===== src/rtl/nor_pkg.sv =====
package nor_pkg;

    typedef enum logic [1:0] {
        OP_PROG = 2'd0,
        OP_SECT = 2'd1,
        OP_CHIP = 2'd2,
        OP_NONE = 2'd3
    } nor_op_e;

    typedef enum logic [3:0] {
        ST_IDLE,
        ST_W_SETUP,
        ST_W_PULSE,
        ST_W_HOLD,
        ST_R_PULSE,
        ST_R_EVAL,
        ST_T_WAIT,
        ST_DONE,
        ST_FAIL
    } nor_st_e;

    localparam int MODE_DATA   = 0;
    localparam int MODE_TOGGLE = 1;
    localparam int MODE_TIMER  = 2;

endpackage


===== src/rtl/nor_cmd_table.sv =====
module nor_cmd_table
    import nor_pkg::*;
#(
    parameter int ADDR_W    = 17,
    parameter int DATA_W    = 8,
    parameter int SECT_BITS = 12
) (
    input  nor_op_e             op,
    input  logic [2:0]          step,
    input  logic [ADDR_W-1:0]   tgt_addr,
    input  logic [DATA_W-1:0]   tgt_data,
    output logic [ADDR_W-1:0]   cmd_addr,
    output logic [DATA_W-1:0]   cmd_data,
    output logic                cmd_last
);
    localparam logic [ADDR_W-1:0] A_HI = ADDR_W'(16'h5555);
    localparam logic [ADDR_W-1:0] A_LO = ADDR_W'(16'h2AAA);
    localparam logic [ADDR_W-1:0] SECT_BASE_MASK = ~((ADDR_W'(1) << SECT_BITS) - ADDR_W'(1));

    always_comb begin
        cmd_addr = A_HI;
        cmd_data = DATA_W'(8'hAA);
        if (op == OP_SECT || op == OP_CHIP) begin
            cmd_last = (step == 3'd5);
            unique case (step)
                3'd0, 3'd3: begin cmd_addr = A_HI; cmd_data = DATA_W'(8'hAA); end
                3'd1, 3'd4: begin cmd_addr = A_LO; cmd_data = DATA_W'(8'h55); end
                3'd2:       begin cmd_addr = A_HI; cmd_data = DATA_W'(8'h80); end
                default: begin
                    if (op == OP_CHIP) begin
                        cmd_addr = A_HI;
                        cmd_data = DATA_W'(8'h10);
                    end else begin
                        cmd_addr = tgt_addr & SECT_BASE_MASK;
                        cmd_data = DATA_W'(8'h30);
                    end
                end
            endcase
        end else begin
            cmd_last = (step == 3'd3);
            unique case (step)
                3'd0:    begin cmd_addr = A_HI; cmd_data = DATA_W'(8'hAA); end
                3'd1:    begin cmd_addr = A_LO; cmd_data = DATA_W'(8'h55); end
                3'd2:    begin cmd_addr = A_HI; cmd_data = DATA_W'(8'hA0); end
                default: begin cmd_addr = tgt_addr; cmd_data = tgt_data; end
            endcase
        end
    end
endmodule


===== src/rtl/nor_poll_eval.sv =====
module nor_poll_eval
    import nor_pkg::*;
#(
    parameter int MODE = MODE_DATA
) (
    input  logic is_erase,
    input  logic data7,
    input  logic now7,
    input  logic now6,
    input  logic prev6,
    input  logic prev_ok,
    output logic complete
);
    logic unused_ok;
    assign unused_ok = ^{is_erase, data7, now7, now6, prev6, prev_ok};

    if (MODE == MODE_TOGGLE) begin : g_toggle
        assign complete = prev_ok && (now6 == prev6);
    end else if (MODE == MODE_DATA) begin : g_data
        assign complete = (now7 == (is_erase ? 1'b1 : data7));
    end else begin : g_timer
        assign complete = 1'b0;
    end
endmodule


===== src/rtl/nor_timeout.sv =====
module nor_timeout #(
    parameter int TO_W = 32
) (
    input  logic            clk,
    input  logic            rst_n,
    input  logic            run,
    input  logic [TO_W-1:0] limit,
    output logic            expired
);
    logic [TO_W-1:0] tcnt_q;

    assign expired = run && (tcnt_q >= limit - TO_W'(1));

    always_ff @(posedge clk or negedge rst_n) begin
        if (!rst_n)       tcnt_q <= '0;
        else if (!run)    tcnt_q <= '0;
        else if (!expired) tcnt_q <= tcnt_q + TO_W'(1);
    end
endmodule


===== src/rtl/nor_wr_engine.sv =====
module nor_wr_engine
    import nor_pkg::*;
#(
    parameter int ADDR_W    = 17,
    parameter int DATA_W    = 8,
    parameter int SECT_BITS = 12,
    parameter int CLK_MHZ   = 50,
    parameter int SETUP_CYC = 2,
    parameter int PULSE_CYC = 3,
    parameter int HOLD_CYC  = 2,
    parameter int READ_CYC  = 3,
    parameter int DONE_MODE = MODE_DATA,
    parameter int PROG_US   = 20,
    parameter int SECT_US   = 25000,
    parameter int CHIP_US   = 100000
) (
    input  logic              clk,
    input  logic              rst_n,
    input  logic              req_valid,
    output logic              req_ready,
    input  logic [1:0]        req_op,
    input  logic [ADDR_W-1:0] req_addr,
    input  logic [DATA_W-1:0] req_data,
    output logic              op_done,
    output logic              op_err,
    output logic [ADDR_W-1:0] flash_addr,
    output logic [DATA_W-1:0] flash_dout,
    output logic              flash_dq_oe,
    input  logic [DATA_W-1:0] flash_din,
    output logic              flash_ce_n,
    output logic              flash_oe_n,
    output logic              flash_we_n
);
    localparam int CNT_W = 8;
    localparam int TO_W  = 32;
    localparam logic [TO_W-1:0] LIM_PROG = TO_W'(PROG_US * CLK_MHZ);
    localparam logic [TO_W-1:0] LIM_SECT = TO_W'(SECT_US * CLK_MHZ);
    localparam logic [TO_W-1:0] LIM_CHIP = TO_W'(CHIP_US * CLK_MHZ);

    nor_st_e             state_q, state_d;
    nor_op_e             op_q;
    logic [ADDR_W-1:0]   addr_q;
    logic [DATA_W-1:0]   data_q;
    logic [2:0]          step_q;
    logic [CNT_W-1:0]    cnt_q;
    logic [CNT_W-1:0]    phase_len;
    logic                phase_end;
    logic [1:0]          rd_q;
    logic                prev6_q, got_q, prev_ok_q;
    logic [ADDR_W-1:0]   cmd_addr;
    logic [DATA_W-1:0]   cmd_data;
    logic                cmd_last;
    logic                complete, expired, to_run;
    logic [TO_W-1:0]     limit;
    logic                unused_din;

    assign unused_din = ^flash_din;

    nor_cmd_table #(.ADDR_W(ADDR_W), .DATA_W(DATA_W), .SECT_BITS(SECT_BITS)) u_cmd (
        .op(op_q), .step(step_q), .tgt_addr(addr_q), .tgt_data(data_q),
        .cmd_addr(cmd_addr), .cmd_data(cmd_data), .cmd_last(cmd_last)
    );

    nor_poll_eval #(.MODE(DONE_MODE)) u_eval (
        .is_erase(op_q != OP_PROG), .data7(data_q[DATA_W-1]),
        .now7(rd_q[1]), .now6(rd_q[0]), .prev6(prev6_q), .prev_ok(prev_ok_q),
        .complete(complete)
    );

    assign to_run = (state_q == ST_R_PULSE) || (state_q == ST_R_EVAL) || (state_q == ST_T_WAIT);

    always_comb begin
        unique case (op_q)
            OP_SECT: limit = LIM_SECT;
            OP_CHIP: limit = LIM_CHIP;
            default: limit = LIM_PROG;
        endcase
    end

    nor_timeout #(.TO_W(TO_W)) u_to (
        .clk(clk), .rst_n(rst_n), .run(to_run), .limit(limit), .expired(expired)
    );

    always_comb begin
        unique case (state_q)
            ST_W_SETUP: phase_len = CNT_W'(SETUP_CYC);
            ST_W_PULSE: phase_len = CNT_W'(PULSE_CYC);
            ST_W_HOLD:  phase_len = CNT_W'(HOLD_CYC);
            default:    phase_len = CNT_W'(READ_CYC);
        endcase
        phase_end = (cnt_q == phase_len - CNT_W'(1));
    end

    // next-state logic
    always_comb begin
        state_d = state_q;
        unique case (state_q)
            ST_IDLE:    if (req_valid && req_op != 2'(OP_NONE)) state_d = ST_W_SETUP;
            ST_W_SETUP: if (phase_end) state_d = ST_W_PULSE;
            ST_W_PULSE: if (phase_end) state_d = ST_W_HOLD;
            ST_W_HOLD: begin
                if (phase_end) begin
                    if (!cmd_last)                    state_d = ST_W_SETUP;
                    else if (DONE_MODE == MODE_TIMER) state_d = ST_T_WAIT;
                    else                              state_d = ST_R_PULSE;
                end
            end
            ST_R_PULSE: if (phase_end) state_d = ST_R_EVAL;
            ST_R_EVAL: begin
                if (complete)     state_d = ST_DONE;
                else if (expired) state_d = ST_FAIL;
                else              state_d = ST_R_PULSE;
            end
            ST_T_WAIT:  if (expired) state_d = ST_DONE;
            ST_DONE:    state_d = ST_IDLE;
            ST_FAIL:    state_d = ST_IDLE;
            default:    state_d = ST_IDLE;
        endcase
    end

    // state register
    always_ff @(posedge clk or negedge rst_n) begin
        if (!rst_n) begin
            state_q <= ST_IDLE;
            cnt_q   <= '0;
        end else begin
            state_q <= state_d;
            cnt_q   <= (state_d != state_q || state_q == ST_IDLE) ? '0 : cnt_q + CNT_W'(1);
        end
    end

    // request and read-sample registers
    always_ff @(posedge clk or negedge rst_n) begin
        if (!rst_n) begin
            op_q      <= OP_PROG;
            addr_q    <= '0;
            data_q    <= '0;
            step_q    <= '0;
            rd_q      <= '0;
            prev6_q   <= 1'b0;
            got_q     <= 1'b0;
            prev_ok_q <= 1'b0;
        end else begin
            if (state_q == ST_IDLE && req_valid) begin
                op_q      <= nor_op_e'(req_op);
                addr_q    <= req_addr;
                data_q    <= req_data;
                step_q    <= '0;
                got_q     <= 1'b0;
                prev_ok_q <= 1'b0;
            end
            if (state_q == ST_W_HOLD && phase_end && !cmd_last) step_q <= step_q + 3'd1;
            if (state_q == ST_R_PULSE && phase_end) begin
                rd_q      <= {flash_din[DATA_W-1], flash_din[DATA_W-2]};
                prev6_q   <= rd_q[0];
                prev_ok_q <= got_q;
                got_q     <= 1'b1;
            end
        end
    end

    // outputs
    always_comb begin
        req_ready   = 1'b0;
        op_done     = 1'b0;
        op_err      = 1'b0;
        flash_ce_n  = 1'b1;
        flash_oe_n  = 1'b1;
        flash_we_n  = 1'b1;
        flash_dq_oe = 1'b0;
        flash_addr  = cmd_addr;
        flash_dout  = cmd_data;
        unique case (state_q)
            ST_IDLE:    req_ready = 1'b1;
            ST_W_SETUP, ST_W_HOLD: begin
                flash_ce_n  = 1'b0;
                flash_dq_oe = 1'b1;
            end
            ST_W_PULSE: begin
                flash_ce_n  = 1'b0;
                flash_dq_oe = 1'b1;
                flash_we_n  = 1'b0;
            end
            ST_R_PULSE: begin
                flash_ce_n = 1'b0;
                flash_oe_n = 1'b0;
                flash_addr = addr_q;
            end
            ST_R_EVAL: begin
                flash_ce_n = 1'b0;
                flash_addr = addr_q;
            end
            ST_DONE: op_done = 1'b1;
            ST_FAIL: begin
                op_done = 1'b1;
                op_err  = 1'b1;
            end
            default: ;
        endcase
    end

    assert_we_oe_excl_R12: assert property (@(posedge clk) disable iff (!rst_n)
        !(!flash_we_n && !flash_oe_n));
    assert_read_bus_R12: assert property (@(posedge clk) disable iff (!rst_n)
        !flash_oe_n |-> (!flash_ce_n && !flash_dq_oe && flash_addr == addr_q));
    assert_we_drive_R5: assert property (@(posedge clk) disable iff (!rst_n)
        !flash_we_n |-> (!flash_ce_n && flash_dq_oe));
    assert_we_stable_R5: assert property (@(posedge clk) disable iff (!rst_n)
        (!flash_we_n && $past(!flash_we_n)) |-> ($stable(flash_addr) && $stable(flash_dout)));
    assert_idle_quiet_R1: assert property (@(posedge clk) disable iff (!rst_n)
        req_ready |-> (flash_ce_n && !flash_dq_oe && !op_done));
    assert_done_single_R10: assert property (@(posedge clk) disable iff (!rst_n)
        op_done |=> !op_done);
    assert_err_with_done_R9: assert property (@(posedge clk) disable iff (!rst_n)
        op_err |-> op_done);
    assert_timer_no_read_R8: assert property (@(posedge clk) disable iff (!rst_n)
        (DONE_MODE == MODE_TIMER) |-> flash_oe_n);
endmodule


===== config.mk =====
export PLATFORM = sky130hd
export DESIGN_NAME = nor_wr_engine
export DESIGN_NICKNAME = d
export VERILOG_FILES = /design/src/rtl/nor_pkg.sv /design/src/rtl/nor_cmd_table.sv /design/src/rtl/nor_poll_eval.sv /design/src/rtl/nor_timeout.sv /design/src/rtl/nor_wr_engine.sv
export SDC_FILE = /design/constraint.sdc
export NUM_CORES = 1
export LEC_CHECK = 0
export ABC_AREA = 1
export BUFFER_PORTS_ARGS = -buffer_cell sky130_fd_sc_hd__clkbuf_2
export CAP_MARGIN = 20
export CORE_MARGIN = 10
export CORE_UTILIZATION = 57
export DETAILED_ROUTE_END_ITERATION = 10
export PLACE_DENSITY_LB_ADDON = 0.05
export SYNTH_ARGS = -nofsm -noshare
export SYNTH_HDL_FRONTEND = slang
export SYNTH_SLANG_ARGS = --single-unit

===== constraint.sdc =====
create_clock -name clk -period 2.95 [get_ports clk]
set_clock_uncertainty 0.15 [all_clocks]
set_input_delay 0.1475 -clock clk [delete_from_list [all_inputs] [get_ports clk]]
set_output_delay 0.1475 -clock clk [all_outputs]
set_load 0.01 [all_outputs]

After elaboration in Yosys (flattened, before gate mapping)
Cells that the tools add are included.

operators by class
  add/sub/neg operators = 5
  $lt $le $gt $ge = 1
  equal/unequal tests = 20
  muxes and demuxes = 35
  reductions and logical operators = 24

operators by type and width
  cell                                                number
  one-hot mux 17 bit (2 select lines)                 2
  2-to-1 mux 32 bit                                   2
  2-to-1 mux 17 bit                                   3
  one-hot mux 8 bit (3 select lines)                  2
  one-hot mux 23 bit (2 select lines)                 1
  adder 32 x 1 -> 32 bit, second input constant       1
  >= comparator 32 bit                                1
  2-to-1 mux 4 bit                                    8
  one-hot mux 4 bit (7 select lines)                  1
  subtractor 23 x 1 -> 24 bit, second input constant  1
  == test 4 x 3 -> 1 bit, second input constant       4
  2-to-1 mux 8 bit                                    2
  OR reduction 2 bit                                  6
  2-to-1 mux 1 bit                                    10
  2-to-1 mux 3 bit                                    3
  adder 8 x 1 -> 8 bit, second input constant         1
  == test 4 x 2 -> 1 bit, second input constant       2
  == test 8 bit                                       1
  subtractor 8 x 1 -> 8 bit, second input constant    1
  == test 3 x 2 -> 1 bit, second input constant       2
  == test 3 bit, second input constant                2
  logical AND 1 bit                                   6
  2-to-1 mux 6 bit                                    1
  OR reduction 3 bit                                  2
  15 further kinds                                    20

word-level totals
  register bits = 76
  input port bits = 38
  output and inout port bits = 32
  logic and storage cells = 93

Longest topological paths before layout
Gate-level depths: netlist of the first run.

  depth after elaboration = 11
  mapped depth = 18
  depth with buffers taken out = 18

Modules after synthesis
A second synthesis of the first run with hierarchy kept.

second synthesis, totals
  cells, all modules = 995
  area total of the unflattened synthesis = 7051.8 µm²

modules (own cells, without submodules)
  module         instances  cells each  area an instance (µm²)  seq. area each (µm²)
  nor_timeout    1          618         3958.8                  800.8
  nor_wr_engine  1          246         2523.7                  1176.1
  nor_cmd_table  1          126         549.3                   0.0
  nor_poll_eval  1          5           20.0                    0.0

Worst setup path before layout of the first run
OpenSTA, ideal clock, no wires.

  path type = reg-to-reg
  start point = register op_q[0]
  end point = register cnt_q[2]
  setup time = 0.083 ns
  arrival = 2.326 ns
  required time = 2.717 ns
  slack = 0.391 ns
  cell stages (with the launch flop) = 17
  path buffers = 0
  period minus slack after synthesis = 2.559 ns
  cells stage by stage = dfrtp_1 inv_1 ha_1 clkinv_1 ha_1 nand3_1 nand2_1 nand2_1 nand2_1 nand2_1 nand2_1 nand2_1 nand2_1 nand2_1 nand3_1 nand3_4 nor3_2

on the way
  cells in the longest elaborated chain, start to end = 11
  elaborated cells on any way between the ends = 20
  those cells by class = add/sub (1); order compare (1); eq/ne (4); mux (10); reduce/logical (4)

RTL lines
  item                                                            RTL line                                  text
  start, declared                                                 nor_wr_engine.sv:41                       nor_op_e op_q;
  start signal, assigned                                          nor_wr_engine.sv:145                      op_q <= nor_op_e'(req_op);
  == test 2 bit / == test 2 x 1 -> 1 bit (equally long branches)  nor_cmd_table.sv:23, nor_wr_engine.sv:73
  one-hot mux 23 bit (2 select lines)                             nor_wr_engine.sv:73                       unique case (op_q)
  subtractor 23 x 1 -> 24 bit                                     nor_timeout.sv:12                         assign expired = run && (tcnt_q >= limit - TO_W'(1));
  >= comparator 32 bit                                            nor_timeout.sv:12
  logical AND 1 bit                                               nor_timeout.sv:12
  2-to-1 mux 4 bit                                                nor_wr_engine.sv:111                      else if (expired) state_d = ST_FAIL;
  2-to-1 mux 4 bit                                                nor_wr_engine.sv:110                      if (complete) state_d = ST_DONE;
  one-hot mux 4 bit (7 select lines) *                            nor_wr_engine.sv:97                       unique case (state_q)
  inequality test 4 bit *                                         nor_wr_engine.sv:128                      cnt_q <= (state_d != state_q || state_q == ST_IDLE) ? '0 : cnt_q + CNT_W'(1);
  logical OR 1 bit *                                              nor_wr_engine.sv:128
  2-to-1 mux 8 bit *                                              nor_wr_engine.sv:128
  end signal, assigned                                            nor_wr_engine.sv:128
  end, declared                                                   nor_wr_engine.sv:45                       logic [CNT_W-1:0] cnt_q;

Every way passes the cells marked *; elsewhere a longest branch is shown, timed or not.
A chain may end at the register's enable or synchronous reset.

Final worst setup path of the first run
  start point = register op_q[1]
  end point = register u_to.tcnt_q[13]

on the way
  cells in the longest elaborated chain, start to end = 6
  elaborated cells on any way between the ends = 7
  those cells by class = add/sub (1); order compare (1); eq/ne (3); mux (1); reduce/logical (1)

RTL lines
  item                                                            RTL line             text
  == test 2 bit / == test 2 x 1 -> 1 bit (equally long branches)  nor_wr_engine.sv:73
  one-hot mux 23 bit (2 select lines) *                           nor_wr_engine.sv:73
  subtractor 23 x 1 -> 24 bit *                                   nor_timeout.sv:12
  >= comparator 32 bit *                                          nor_timeout.sv:12
  logical AND 1 bit *                                             nor_timeout.sv:12
  inequality test 2 bit (no source line) *                        --
  end signal, assigned                                            nor_timeout.sv:17    else if (!expired) tcnt_q <= tcnt_q + TO_W'(1);
  end, declared                                                   nor_timeout.sv:10    logic [TO_W-1:0] tcnt_q;

Marks and branches as above.

==> results of run 1 <==
-- critical path, delay by kind of cell, from the launching register on --
family / cells / cell delay (ns)
AND/OR/NAND/NOR: 8 / 0.69
adder cells (fa/ha/maj): 2 / 0.51
flip-flops: 1 / 0.41
AO/OA/AOI/OAI: 2 / 0.26
buffers and inverters: 5 / 0.72
-- worst max-delay path by stage --
stage / startpoint / to / slack (ns) / cells after the start
floorplan: op_q[0] / cnt_q[2] / 0.39 / 16
global placement: op_q[0] / cnt_q[7] / 0.13 / 15
detailed placement: op_q[0] / cnt_q[7] / 0.04 / 15
CTS: op_q[0] / cnt_q[7] / 0.08 / 15
global route: op_q[1] / u_to.tcnt_q[13] / -0.08 / 19
finish: op_q[1] / u_to.tcnt_q[13] / 0.11 / 17
-- cell families after synthesis --
family | share of synthesized area (%)
XOR/XNOR | 1.76
buffers and inverters | 8.11
AND/OR/NAND/NOR | 32.7
adder cells (fa/ha/maj) | 7.52
flip-flops | 41.8
AO/OA/AOI/OAI | 8.14
-- sequential cells by signal, summed over array words and instances (netlist names) --
register,cells
addr_q,17
cnt_q,8
data_q,8
op_q,2
rd_q,1
state_q,4
step_q,3
u_to.tcnt_q,32
-- layer usage --
layer / global-route usage, % / vias to the layer above / share of wire (%)
met5: 0 / - / 0
met4: 6.59 / 0 / 1.6
met3: 5.72 / 16 / 6.3
met2: 31.5 / 90 / 47
met1: 24.2 / 1959 / 45
li1: - / 2094 / -
-- power breakdown --
group	leakage [nW]	internal [mW]	switching, mW
Clock	0.0868	0.317	0.437
Sequential	0.997	1.26	0.152
Combinational	1.73	0.905	1.70
Total	2.82	2.48	2.29
-- cell type report --
type                            count  area, um2  area share [%]
Multi-Input combinational cell    424       2280            41.5
Sequential cell                    75       1880            34.2
Timing Repair Buffer              103        697            12.7
Inverter                           86        323            5.89
Tap cell                          102        128            2.33
Clock buffer                        9        124            2.26
Clock inverter                      7       58.8            1.07
-- per-stage QoR --
| step | cells | hold WS [ns] | setup slack (ns) |
|---|---|---|---|
| global placement | 759 | 0.199 | 0.133 |
| floorplan | 595 | -0.298 | 0.391 |
| finish | 806 | 0.214 | 0.105 |
| global route | 806 | 0.239 | -0.0827 |
| CTS | 804 | 0.201 | 0.0821 |
| detailed placement | 759 | 0.203 | 0.0368 |
-- cells in the mapped netlist (all sizes together) --
cell	count	area share, %
nand2	193	17
a41oi	1	0.20
a21oi	27	3.1
a211oi	1	0.17
nand4	10	1.4
o21a	2	0.33
a31oi	1	0.14
clkbuf	7	0.59
o31ai	1	0.17
a22o	1	0.20
o21ai	30	3.3
nand3b	3	0.50
nor3	22	3.8
dfrtp	75	42
inv	85	7.1
ha	27	7.5
nor2	63	6.0
nand3	25	3.6
o211ai	2	0.33
nor3b	2	0.33
buf	3	0.33
or2	1	0.14
nor4	2	0.28
o21bai	1	0.17
xor2	7	1.4
clkinv	1	0.084
xnor2	2	0.39
-- repair_timing --
item | CTS | global route
resized for setup | 1 | 9
hold buffers | 29 | 0
endpoints found under the setup margin | 2 | 20
pin swaps | 0 | 0
setup buffers | 0 | 2
hold endpoints to repair | 103 | 0
==> impl_summary.log, run 1 <==
INFO  metric post-dp-hpwl = 7.59 mm
INFO  metric coreArea = 7690 um2
INFO  metric synth_to_final_area_change = 22.1%
INFO  metric route.detailed.vias_per_inst = between 5 and 6
INFO  metric routed_wl = roughly 11 mm
INFO  metric min_period_over_period = 96.4%
INFO  metric clkTransAtPathRegs = around 0.09 ns
INFO  metric final_nets = between 700 and 800
INFO  metric gate_count_after_technology_mapping = approximately 600
INFO  metric worstSetupEndpointType = flop
INFO  metric powerDensity = approximately 870 nW/um2
INFO  metric grt_overflow_total = 0
INFO  metric htree_levels = 3
INFO  metric filler_cell_count = approximately 620
INFO  metric timing.reg2reg.setup_slack = 0.11 ns
INFO  metric syn-cell-area = approximately 4500 um2
INFO  metric antenna_found_initial = 0
INFO  metric grt_first_pass_wirelength = roughly 19 mm
INFO  metric r2r_start = op_q[1]
INFO  metric layout_common_cells = sky130_fd_sc_hd__nand2_1 (184), sky130_fd_sc_hd__inv_1 (78), sky130_fd_sc_hd__dfrtp_1 (75)
INFO  metric crit_top_cell = sky130_fd_sc_hd__nand2_1
INFO  metric peakVddDrop = ~0.57 mV
INFO  metric finalWeightedCongestion = between 0.9 and 1
INFO  metric timing.critical_path.cells = inv_1 -> ha_1 -> inv_1 -> ha_1 -> a21oi_1 -> o21ai_0 -> nand2_1 -> nand2_1 -> nor2_1 -> nand2_1 -> buf_4 -> nand2_1 -> buf_6 -> nand4_1 -> buf_4 -> nor2_1 -> nor2_1
INFO  metric mostFrequentLayoutCell = sky130_fd_sc_hd__nand2_1
INFO  metric portBuffers = 62
INFO  metric slowest_stage = sky130_fd_sc_hd__dfrtp_1
INFO  metric detailroute.via_count = between 4000 and 5000
INFO  metric design_power_total = roughly 4.8 mW
INFO  metric num_io_pins = 70
INFO  metric min_delay_worst_endpoint = addr_q[5]
INFO  metric dpl_cell_area = about 5000 um2
INFO  metric critPathMaxStageDelay = ~0.4 ns
INFO  metric critical_path.reg2reg.endpoint = u_to.tcnt_q[13]
INFO  metric cts_root_buffer = sky130_fd_sc_hd__clkbuf_8
INFO  metric fmax = between 0.3 and 0.4 GHz
INFO  metric floorplan.die_area = roughly 12000 um2
INFO  metric finalInstanceArea = 5480 um2
INFO  metric floorplan.die.width = approximately 110 um
INFO  metric worstPathArrival = roughly 3 ns
INFO  metric setup.worst_path.class = flop to flop
INFO  metric drv_slew = 0
INFO  metric cts.sinks = 75
INFO  metric post_route_setup_tns = 0 ns
INFO  metric floorplan.rows = 32
INFO  metric min_delay_path_depth = 6
INFO  metric status = finished clean
INFO  metric clock_insertion_delay_worst_skew = around 0.36 ns
INFO  metric number_of_hold_violations_in_the_final_report = 0
INFO  metric fin_crit = 2.84 ns
INFO  metric synth_sequential_area_ratio = about two fifths
INFO  metric setup_viol_count_final = 0
INFO  metric floorplan.die.height = 109 um
INFO  metric mappedNetlistNets = 660
INFO  metric yosys.cell_types.count = 37
INFO  metric first_pass_iters = 4
INFO  metric leakage_dissipation = between 2 and 3 nW
INFO  metric antenna_violating_nets_post_route = 0
INFO  metric initial_util = around 58%
INFO  metric cts_buffer_depth = 2
INFO  metric drt-initial-drc-count = ~150
INFO  metric critical_path.startpoint_type = flop
INFO  metric crit_path_max_fanout = 10
INFO  metric first_global_vias = 4201
INFO  metric postSynthRegisterBits = 75
INFO  metric final_util = a little under three quarters
INFO  metric unrepaired_setup_endpoints_after_global_routing = yes
INFO  metric drv_cap = 0
INFO  metric timing.reg2reg.worst_path_depth = 17
INFO  metric synth_area_per_inst = approximately 7.5 um2
INFO  metric grt_start_max_net_pins = 76
INFO  metric yosysWarningCount = 0
INFO  metric remaining_drc_errors = 0
INFO  metric route.detailed.wl_per_inst = approximately 14 um
INFO  metric launch_point_of_the_worst_hold_path = req_valid
INFO  metric maxSlewHeadroom = 36.0%
INFO  metric worstMarginPinSlew = around 0.96 ns
INFO  metric numCtsBuffers = 9
INFO  metric grtUsageTotal = 19.4%
INFO  metric antenna-diode-count = 0
INFO  metric tritoncts = built
INFO  metric hp-class = input pin to flop
INFO  metric timing.critical_path.required = just over 3 ns
INFO  metric post_route_cells_drive_above_1_share = roughly a fifth
No activity file was read; power rests on OpenSTA's default activity.
==> run 2: changes to the inputs <==
--- a/config.mk
+++ b/config.mk
@@ -7,11 +7,11 @@
 export LEC_CHECK = 0
 export ABC_AREA = 1
 export BUFFER_PORTS_ARGS = -buffer_cell sky130_fd_sc_hd__clkbuf_2
-export CAP_MARGIN = 20
+export CAP_MARGIN = 15
 export CORE_MARGIN = 10
-export CORE_UTILIZATION = 57
+export CORE_UTILIZATION = 52
 export DETAILED_ROUTE_END_ITERATION = 10
-export PLACE_DENSITY_LB_ADDON = 0.05
+export PLACE_DENSITY_LB_ADDON = 0.08
 export SYNTH_ARGS = -nofsm -noshare
 export SYNTH_HDL_FRONTEND = slang
 export SYNTH_SLANG_ARGS = --single-unit
==> constraint.sdc (replaced) <==
create_clock -name clk -period 2.5 [get_ports clk]
set_clock_uncertainty 0.15 [all_clocks]
set_input_delay 0.125 -clock clk [delete_from_list [all_inputs] [get_ports clk]]
set_output_delay 0.125 -clock clk [all_outputs]
set_load 0.01 [all_outputs]
==> run 2 against run 1 <==
The flow now finishes with violations (negative setup slack); sequential share of layout area shrank 3.9 points; register-to-register slack got worse by 0.26 ns; utilization is 3.3 points higher; wire length increased by 8.5%; sequential power up 20%; clock power grew 38%; via count is 2.3% higher; worst hold slack got worse by 0.012 ns; flip-flop and latch count did not move; maximum frequency increased by 7.3%; critical path type unchanged; highest routed layer unchanged.
==> impl_summary.log, run 2 (synthesis gave the netlist of run 1 again) <==
INFO  metric status = finished, violations left (was finished clean)
INFO  metric failed_checks = negative setup slack
INFO  metric fmax = 0.377 GHz (was 0.352 GHz)
INFO  metric synth_to_final_area_change = 38.0% (was 22.1%)
INFO  metric numCtsBuffers = 9 (unchanged)
INFO  metric leakage_dissipation = 3.00 nW (was 2.82 nW)
INFO  metric tritoncts = built (unchanged)
INFO  metric globalRoute.busiestLayer = met2 (unchanged)
INFO  metric floorplan.rows = 33 (was 32)
INFO  metric crit_top_cell = sky130_fd_sc_hd__nand2_1 (unchanged)
INFO  metric clock_insertion_delay_worst_skew = 0.36 ns (about the same)
INFO  metric setup_ws = -0.152 ns (was 0.105 ns)
INFO  metric post-dp-hpwl = 7.97 mm (was 7.59 mm)
INFO  metric registers_with_the_most_flip_flops = u_to.tcnt_q x32, addr_q x17 (unchanged)
INFO  metric finalWeightedCongestion = 0.880 (was 0.910)
INFO  metric num_io_pins = 70 (unchanged)
INFO  metric power_report.internal_total = 3.49 mW (was 2.48 mW)
INFO  metric grtUsageMet2 = 30.7% (was 31.5%)
INFO  metric p_sw = 2.96 mW (was 2.29 mW)
INFO  metric first_global_vias = 4342 (was 4201)
INFO  metric antenna_violating_nets_post_route = 0 (unchanged)
INFO  metric p_sw_share = 45.9% (was 47.9%)
INFO  metric worstMarginPinSlew = 0.924 ns (was 0.960 ns)
INFO  metric critical_path.startpoint_type = flop (unchanged)
INFO  metric grtUsageTotal = 18.1% (was 19.4%)
INFO  metric worstSetupEndpointType = flop (unchanged)
INFO  metric grt_overflow_total = 0 (unchanged)
INFO  metric cts_root_buffer = sky130_fd_sc_hd__clkbuf_8 (unchanged)
INFO  metric peakVddDrop = 0.622 mV (was 0.575 mV)
INFO  metric clkTransAtPathRegs = 0.08 ns (was 0.09 ns)
INFO  metric min_period_over_period = 106% (was 96.4%)
INFO  metric drt-initial-drc-count = 188 (was 151)
INFO  metric number_of_hold_violations_in_the_final_report = 0 (unchanged)
INFO  metric critPathMaxStageDelay = 0.46 ns (was 0.41 ns)
INFO  metric first_pass_iters = 4 (unchanged)
INFO  metric crit_path_max_fanout = 5 (was 10)
INFO  metric dpl_cell_area = 5060 um2 (was 4960 um2)
INFO  metric grtUsageMet3 = 5.60% (was 5.72%)
INFO  metric drv_slew = 0 (unchanged)
INFO  metric fin_crit = 2.65 ns (was 2.84 ns)
INFO  metric filler_cell_count = 577 (was 622)
INFO  metric cts_buffer_depth = 2 (unchanged)
INFO  metric pwr-share-clk = 16.2% (was 15.8%)
INFO  metric final_nets = 789 (was 764)
INFO  metric power.share.combinational = 57.6% (was 54.5%)
INFO  metric finalInstanceArea = 6190 um2 (was 5480 um2)
INFO  metric floorplan.die.height = 113 um (was 109 um)
INFO  metric hp-class = input pin to flop (unchanged)
INFO  metric mostFrequentLayoutCell = sky130_fd_sc_hd__nand2_1 (unchanged)
INFO  metric number_of_flip_flops_under_the_largest_register_name = 32 (unchanged)
INFO  metric route.detailed.wl_per_inst = 14.3 um (was 13.6 um)
INFO  metric post_route_setup_tns = -1.21 ns (was 0 ns)
INFO  metric largest_register = u_to.tcnt_q (unchanged)
INFO  metric setup.worst_path.class = flop to flop (unchanged)
INFO  metric antenna_found_initial = 0 (unchanged)
INFO  metric portBuffers = 62 (unchanged)
INFO  metric detailroute.via_count = 4253 (was 4159)
INFO  metric maxSlewHeadroom = 38.4% (was 36.0%)
INFO  metric remaining_drc_errors = 0 (unchanged)
INFO  metric worstPathArrival = 2.79 ns (was 2.96 ns)
INFO  metric powerDensity = 1040 nW/um2 (was 870 nW/um2)
INFO  metric grt_first_pass_wirelength = 19.6 mm (was 18.9 mm)
INFO  metric layout_common_cells = sky130_fd_sc_hd__nand2_1 (174), sky130_fd_sc_hd__dfrtp_1 (74), sky130_fd_sc_hd__inv_1 (70) (was sky130_fd_sc_hd__nand2_1 (184), sky130_fd_sc_hd__inv_1 (78), sky130_fd_sc_hd__dfrtp_1 (75))
INFO  metric setup_viol_count_final = 14 (was 0)
INFO  metric grt_start_max_net_pins = 76 (unchanged)
INFO  metric slowest_stage = sky130_fd_sc_hd__dfrtp_2 (was sky130_fd_sc_hd__dfrtp_1)
INFO  metric share_seq_of_total_power = 26.2% (was 29.6%)
INFO  metric cts.sinks = 75 (unchanged)
INFO  metric htree_levels = 3 (unchanged)
INFO  metric floorplan.die.width = 113 um (was 109 um)
INFO  metric antenna-diode-count = 0 (unchanged)
INFO  metric routed_wl = 11.9 mm (was 11.0 mm)
INFO  metric post_route_cells_drive_above_1_share = 31.1% (was 19.2%)
INFO  metric route.detailed.vias_per_inst = 5.10 (was 5.16)
INFO  metric gr-usage-met1 = 21.4% (was 24.2%)
INFO  metric timing.critical_path.cells = inv_4 -> ha_4 -> inv_4 -> ha_4 -> a21oi_1 -> o21ai_0 -> nand2_1 -> nand2_1 -> nor2_1 -> nand2_2 -> buf_6 -> nand4_1 -> nand2_1 -> inv_2 -> nand3_4 -> buf_12 -> nor3_4 (was inv_1 -> ha_1 -> inv_1 -> ha_1 -> a21oi_1 -> o21ai_0 -> nand2_1 -> nand2_1 -> nor2_1 -> nand2_1 -> buf_4 -> nand2_1 -> buf_6 -> nand4_1 -> buf_4 -> nor2_1 -> nor2_1)
INFO  metric unrepaired_setup_endpoints_after_global_routing = yes (unchanged)
INFO  metric detailedPlace.worstSlack = -0.246 ns (was 0.0368 ns)
INFO  metric initial_util = 54.1% (was 58.4%)
INFO  metric drv_cap = 0 (unchanged)
INFO  metric floorplan.die_area = 12700 um2 (was 11800 um2)
INFO  metric coreArea = 8300 um2 (was 7690 um2)
INFO  metric timing.critical_path.required = 2.64 ns (was 3.07 ns)
run 2: per-stage QoR:
stage	hold slack [ns]	power, mW	std cells	utilization, %
2_1_floorplan	-0.321	3.65	595	-
3_3_place_gp	0.176	4.66	774	61.0
3_5_place_dp	0.182	4.73	774	61.0
4_1_cts	0.192	6.13	827	70.6
5_1_grt	0.241	6.95	834	74.6
6_report	0.202	6.45	834	74.6
run 2: critical path, delay by kind of cell, from the launching register on:
kind | cells | cell delay (ns)
DFF | 1 | 0.46
and+or+nand+nor | 8 | 0.81
adders and majority gates | 2 | 0.38
AOI/OAI and AO/OA | 2 | 0.25
buffers and inverters | 5 | 0.53
run 2: per-layer routing:
| layer | part of all wire (%) | routed length (um) | up-vias |
|---|---|---|---|
| met5 | 0 | 0 | - |
| met4 | 1.5 | 176 | 0 |
| met3 | 5.8 | 690 | 18 |
| met2 | 50 | 5930 | 101 |
| met1 | 43 | 5130 | 2002 |
| li1 | - | - | 2132 |
run 2: area by class of cell:
cell class              instances  area (um2)  share of cell area (%)
flip-flops and latches         75        1880                    30.3
multi-input cells             424        2690                    43.4
well taps                     105         131                    2.12
inverters                      86         338                    5.45
clock inverters                 6        90.1                    1.45
repair buffers                128         943                    15.2
clock buffers                  10         128                    2.06
run 2: power groups by stage:
| stage | combinational [mW] | clock, mW | sequential (mW) |
|---|---|---|---|
| after floorplan | 2.00 | 0 | 1.65 |
| after global placement | 2.98 | 0 | 1.68 |
| after detailed placement | 3.05 | 0 | 1.69 |
| after CTS | 3.40 | 1.06 | 1.68 |
| after global routing | 4.13 | 1.11 | 1.72 |
| final | 3.71 | 1.04 | 1.69 |
run 2: path summary, 6_finish.rpt:
check | slack, ns | to | from | cells after the start
worst max-delay path | -0.15 | cnt_q[5] | op_q[1] | 17
worst min register to register | 0.32 | addr_q[11] | addr_q[11] | 2
min in group asynchronous | 0.28 | addr_q[11] | rst_n | 2
worst min-delay path | 0.20 | data_q[3] | req_valid | 6
worst max register to register | -0.15 | cnt_q[5] | op_q[1] | 17
max in group asynchronous | 1.26 | op_q[1] | rst_n | 2
run 2: repair_timing:
item / in CTS / in global routing
resized for setup: 44 / 69
gates cloned: 0 / 0
hold endpoints to repair: 103 / 0
hold buffers: 29 / 0
setup endpoints to repair: 40 / 55
setup buffers: 8 / 9
pin swaps: 22 / 26
==> run 3: changes to the inputs <==
--- a/config.mk
+++ b/config.mk
@@ -8,6 +8,7 @@
 export ABC_AREA = 1
 export BUFFER_PORTS_ARGS = -buffer_cell sky130_fd_sc_hd__clkbuf_2
 export CAP_MARGIN = 15
+export CORE_ASPECT_RATIO = 1.25
 export CORE_MARGIN = 10
 export CORE_UTILIZATION = 52
 export DETAILED_ROUTE_END_ITERATION = 10
==> run 3 against run 2 <==
Design area shrank 2.3%; maximum frequency grew 3.5%; critical endpoint is now u_to.tcnt_q[8]; flip-flop and latch count is the same; final cell count shrank 1.3%; utilization shrank 2.0 points; the flow still finishes with violations (negative setup slack); global-route usage grew 0.93 points; power shrank 0.62%; clock-buffer cell count shrank 1; wire length is essentially flat.
==> impl_summary.log, run 3 (synthesis gave the netlist of run 1 again) <==
INFO  metric status = finished, violations left (unchanged)
INFO  metric failed_checks = negative setup slack (unchanged)
INFO  metric peakVddDrop = 0.861 mV (was 0.622 mV)
INFO  metric first_global_vias = 4277 (was 4342)
INFO  metric final_util = 72.6% (was 74.6%)
INFO  metric timing.reg2reg.setup_slack = -0.06 ns (was -0.15 ns)
INFO  metric p_sw = 2.97 mW (was 2.96 mW)
INFO  metric hp-class = input pin to flop (unchanged)
INFO  metric antenna-diode-count = 0 (unchanged)
INFO  metric post-dp-hpwl = 8.17 mm (was 7.97 mm)
INFO  metric largest_register = u_to.tcnt_q (unchanged)
INFO  metric floorplan.die.width = 103 um (was 113 um)
INFO  metric antenna_violating_nets_post_route = 0 (unchanged)
INFO  metric worstMarginPinSlew = 0.924 ns (about the same)
INFO  metric routed_wl = 11.9 mm (about the same)
INFO  metric grtUsageTotal = 19.0% (was 18.1%)
INFO  metric remaining_drc_errors = 0 (unchanged)
INFO  metric fmax = 0.390 GHz (was 0.377 GHz)
INFO  metric crit_path_max_fanout = 7 (was 5)
INFO  metric first_pass_iters = 7 (was 4)
INFO  metric p_sw_share = 46.4% (was 45.9%)
INFO  metric number_of_hold_violations_in_the_final_report = 0 (unchanged)
INFO  metric clkTransAtPathRegs = 0.08 ns (about the same)
INFO  metric drv_cap = 0 (unchanged)
INFO  metric num_io_pins = 70 (unchanged)
INFO  metric grt_first_pass_wirelength = 19.4 mm (was 19.6 mm)
INFO  metric powerDensity = 1060 nW/um2 (was 1040 nW/um2)
INFO  metric drv_slew = 0 (unchanged)
INFO  metric unrepaired_setup_endpoints_after_global_routing = yes (unchanged)
INFO  metric final_nets = 787 (was 789)
INFO  metric power.share.combinational = 59.1% (was 57.6%)
INFO  metric synth_to_final_area_change = 34.8% (was 38.0%)
INFO  metric floorplan.die_area = 12800 um2 (was 12700 um2)
INFO  metric post_route_cells_drive_above_1_share = 29.9% (was 31.1%)
INFO  metric critical_path.reg2reg.endpoint = u_to.tcnt_q[8] (was cnt_q[5])
INFO  metric cts.sinks = 75 (unchanged)
INFO  metric htree_levels = 3 (unchanged)
INFO  metric clock_insertion_delay_worst_skew = 0.37 ns (was 0.36 ns)
INFO  metric share_seq_of_total_power = 26.4% (was 26.2%)
INFO  metric filler_cell_count = 620 (was 577)
INFO  metric setup_viol_count_final = 13 (was 14)
INFO  metric area_of_combinational_cells_with_multiple_inputs = 2620 um2 (was 2690 um2)
INFO  metric tritoncts = built (unchanged)
INFO  metric floorplan.die.height = 124 um (was 113 um)
INFO  metric mostFrequentLayoutCell = sky130_fd_sc_hd__nand2_1 (unchanged)
INFO  metric min_delay_path_depth = 6 (unchanged)
INFO  metric numCtsBuffers = 9 (unchanged)
INFO  metric initial_util = 53.9% (was 54.1%)
INFO  metric cts_buffer_depth = 2 (unchanged)
INFO  metric min_period_over_period = 102% (was 106%)
INFO  metric leakage_dissipation = 2.97 nW (was 3.00 nW)
INFO  metric fin_crit = 2.56 ns (was 2.65 ns)
INFO  metric launch_point_of_the_worst_hold_path = req_valid (unchanged)
INFO  metric fin_worst_hold_slack = 0.194 ns (was 0.202 ns)
INFO  metric worstPathArrival = 2.71 ns (was 2.79 ns)
INFO  metric pwr-share-clk = 14.4% (was 16.2%)
INFO  metric coreArea = 8330 um2 (was 8300 um2)
INFO  metric finalWeightedCongestion = 0.933 (was 0.880)
INFO  metric antenna_found_initial = 0 (unchanged)
INFO  metric grt_start_max_net_pins = 76 (unchanged)
INFO  metric area.sequential = 1880 um2 (unchanged)
INFO  metric setup_ws = -0.0621 ns (was -0.152 ns)
INFO  metric maxSlewHeadroom = 38.4% (about the same)
INFO  metric timing.critical_path.required = 2.64 ns (about the same)
INFO  metric route.detailed.vias_per_inst = 5.29 (was 5.10)
INFO  metric timing.reg2reg.worst_path_depth = 15 (was 17)
INFO  metric worstSetupEndpointType = flop (unchanged)
INFO  metric detailedPlace.worstSlack = -0.333 ns (was -0.246 ns)
INFO  metric registers_with_the_most_flip_flops = u_to.tcnt_q x32, addr_q x17 (unchanged)
INFO  metric route.detailed.wl_per_inst = 14.5 um (was 14.3 um)
INFO  metric cts_root_buffer = sky130_fd_sc_hd__clkbuf_8 (unchanged)
INFO  metric r2r_start = op_q[1] (unchanged)
INFO  metric grt_overflow_total = 0 (unchanged)
INFO  metric power_report.internal_total = 3.44 mW (was 3.49 mW)
INFO  metric critical_path.startpoint_type = flop (unchanged)
INFO  metric min_delay_worst_endpoint = addr_q[6] (was data_q[3])
INFO  metric number_of_flip_flops_under_the_largest_register_name = 32 (unchanged)
INFO  metric detailroute.via_count = 4355 (was 4253)
INFO  metric layout_common_cells = sky130_fd_sc_hd__nand2_1 (173), sky130_fd_sc_hd__dfrtp_1 (74), sky130_fd_sc_hd__inv_1 (68) (was sky130_fd_sc_hd__nand2_1 (174), sky130_fd_sc_hd__dfrtp_1 (74), sky130_fd_sc_hd__inv_1 (70))
INFO  metric drt-initial-drc-count = 211 (was 188)
INFO  metric portBuffers = 62 (unchanged)
INFO  metric floorplan.rows = 37 (was 33)
INFO  metric setup.worst_path.class = flop to flop (unchanged)
[run 3: metrics by stage]
| stage | power [mW] | TNS [ns] | instances | area (um2) |
|---|---|---|---|---|
| detailed placement | 4.76 | -4.74 | 768 | 5060 |
| finish | 6.41 | -0.283 | 823 | 6050 |
| floorplan | 3.65 | 0 | 595 | 4490 |
| global placement | 4.69 | -1.94 | 768 | 5060 |
| CTS | 6.04 | -0.528 | 818 | 5810 |
| global route | 6.90 | -3.33 | 823 | 6050 |
[run 3: area by class of cell]
cell class                      instances  share of cell area [%]
Inverter                               86                    5.58
Clock buffer                            9                    2.05
Timing Repair Buffer                  126                    14.9
Multi-Input combinational cell        424                    43.3
Tap cell                               97                    2.01
Clock inverter                          6                    1.12
Sequential cell                        75                    31.0
[run 3: worst max path at each step]
stage | cells after the start | slack (ns) | end | startpoint
after floorplan | 16 | 0.01 | cnt_q[2] | op_q[0]
after global placement | 15 | -0.20 | cnt_q[2] | op_q[0]
after detailed placement | 15 | -0.33 | cnt_q[2] | op_q[0]
after CTS | 16 | -0.05 | cnt_q[2] | op_q[1]
after global routing | 17 | -0.17 | u_to.tcnt_q[8] | op_q[0]
final | 15 | -0.06 | u_to.tcnt_q[8] | op_q[1]
[run 3: timing repair]
action | CTS | global route
endpoints found under the setup margin | 50 | 55
buffers inserted | 6 | 5
resized for setup | 46 | 66
hold buffers | 29 | 0
pin swaps | 26 | 28
hold endpoints to repair | 103 | 0
[run 3: power groups by stage]
| stage | sequential, mW | clock, mW | combinational, mW |
|---|---|---|---|
| 6_report | 1.69 | 0.924 | 3.79 |
| 5_1_grt | 1.72 | 0.987 | 4.19 |
| 4_1_cts | 1.68 | 0.937 | 3.42 |
| 3_5_place_dp | 1.70 | 0 | 3.07 |
| 3_3_place_gp | 1.68 | 0 | 3.01 |
| 2_1_floorplan | 1.65 | 0 | 2.00 |
[run 3: worst max-delay path, stage by stage, from the launching register on]
cell	delay, ns
sky130_fd_sc_hd__dfrtp_2	0.46
sky130_fd_sc_hd__inv_4	0.10
sky130_fd_sc_hd__ha_4	0.15
sky130_fd_sc_hd__inv_4	0.05
sky130_fd_sc_hd__ha_4	0.15
sky130_fd_sc_hd__o21a_1	0.18
sky130_fd_sc_hd__nor3_2	0.17
sky130_fd_sc_hd__nand2_1	0.10
sky130_fd_sc_hd__nor2_2	0.12
sky130_fd_sc_hd__nand2_2	0.10
sky130_fd_sc_hd__buf_6	0.16
sky130_fd_sc_hd__buf_4	0.14
sky130_fd_sc_hd__nor3_4	0.15
sky130_fd_sc_hd__buf_4	0.14
sky130_fd_sc_hd__nand2_1	0.05
sky130_fd_sc_hd__a21oi_2	0.11
[run 3: layer usage]
metal  vias to the layer above  wire length (um)  GRT usage [%]  part of all wire [%]
met5                         -                 0              0                     0
met4                         0               325           8.45                   2.7
met3                        29               681           5.54                   5.7
met2                       137              6120           33.6                    51
met1                      2042              4790           20.5                    40
li1                       2147                 -              -                     -
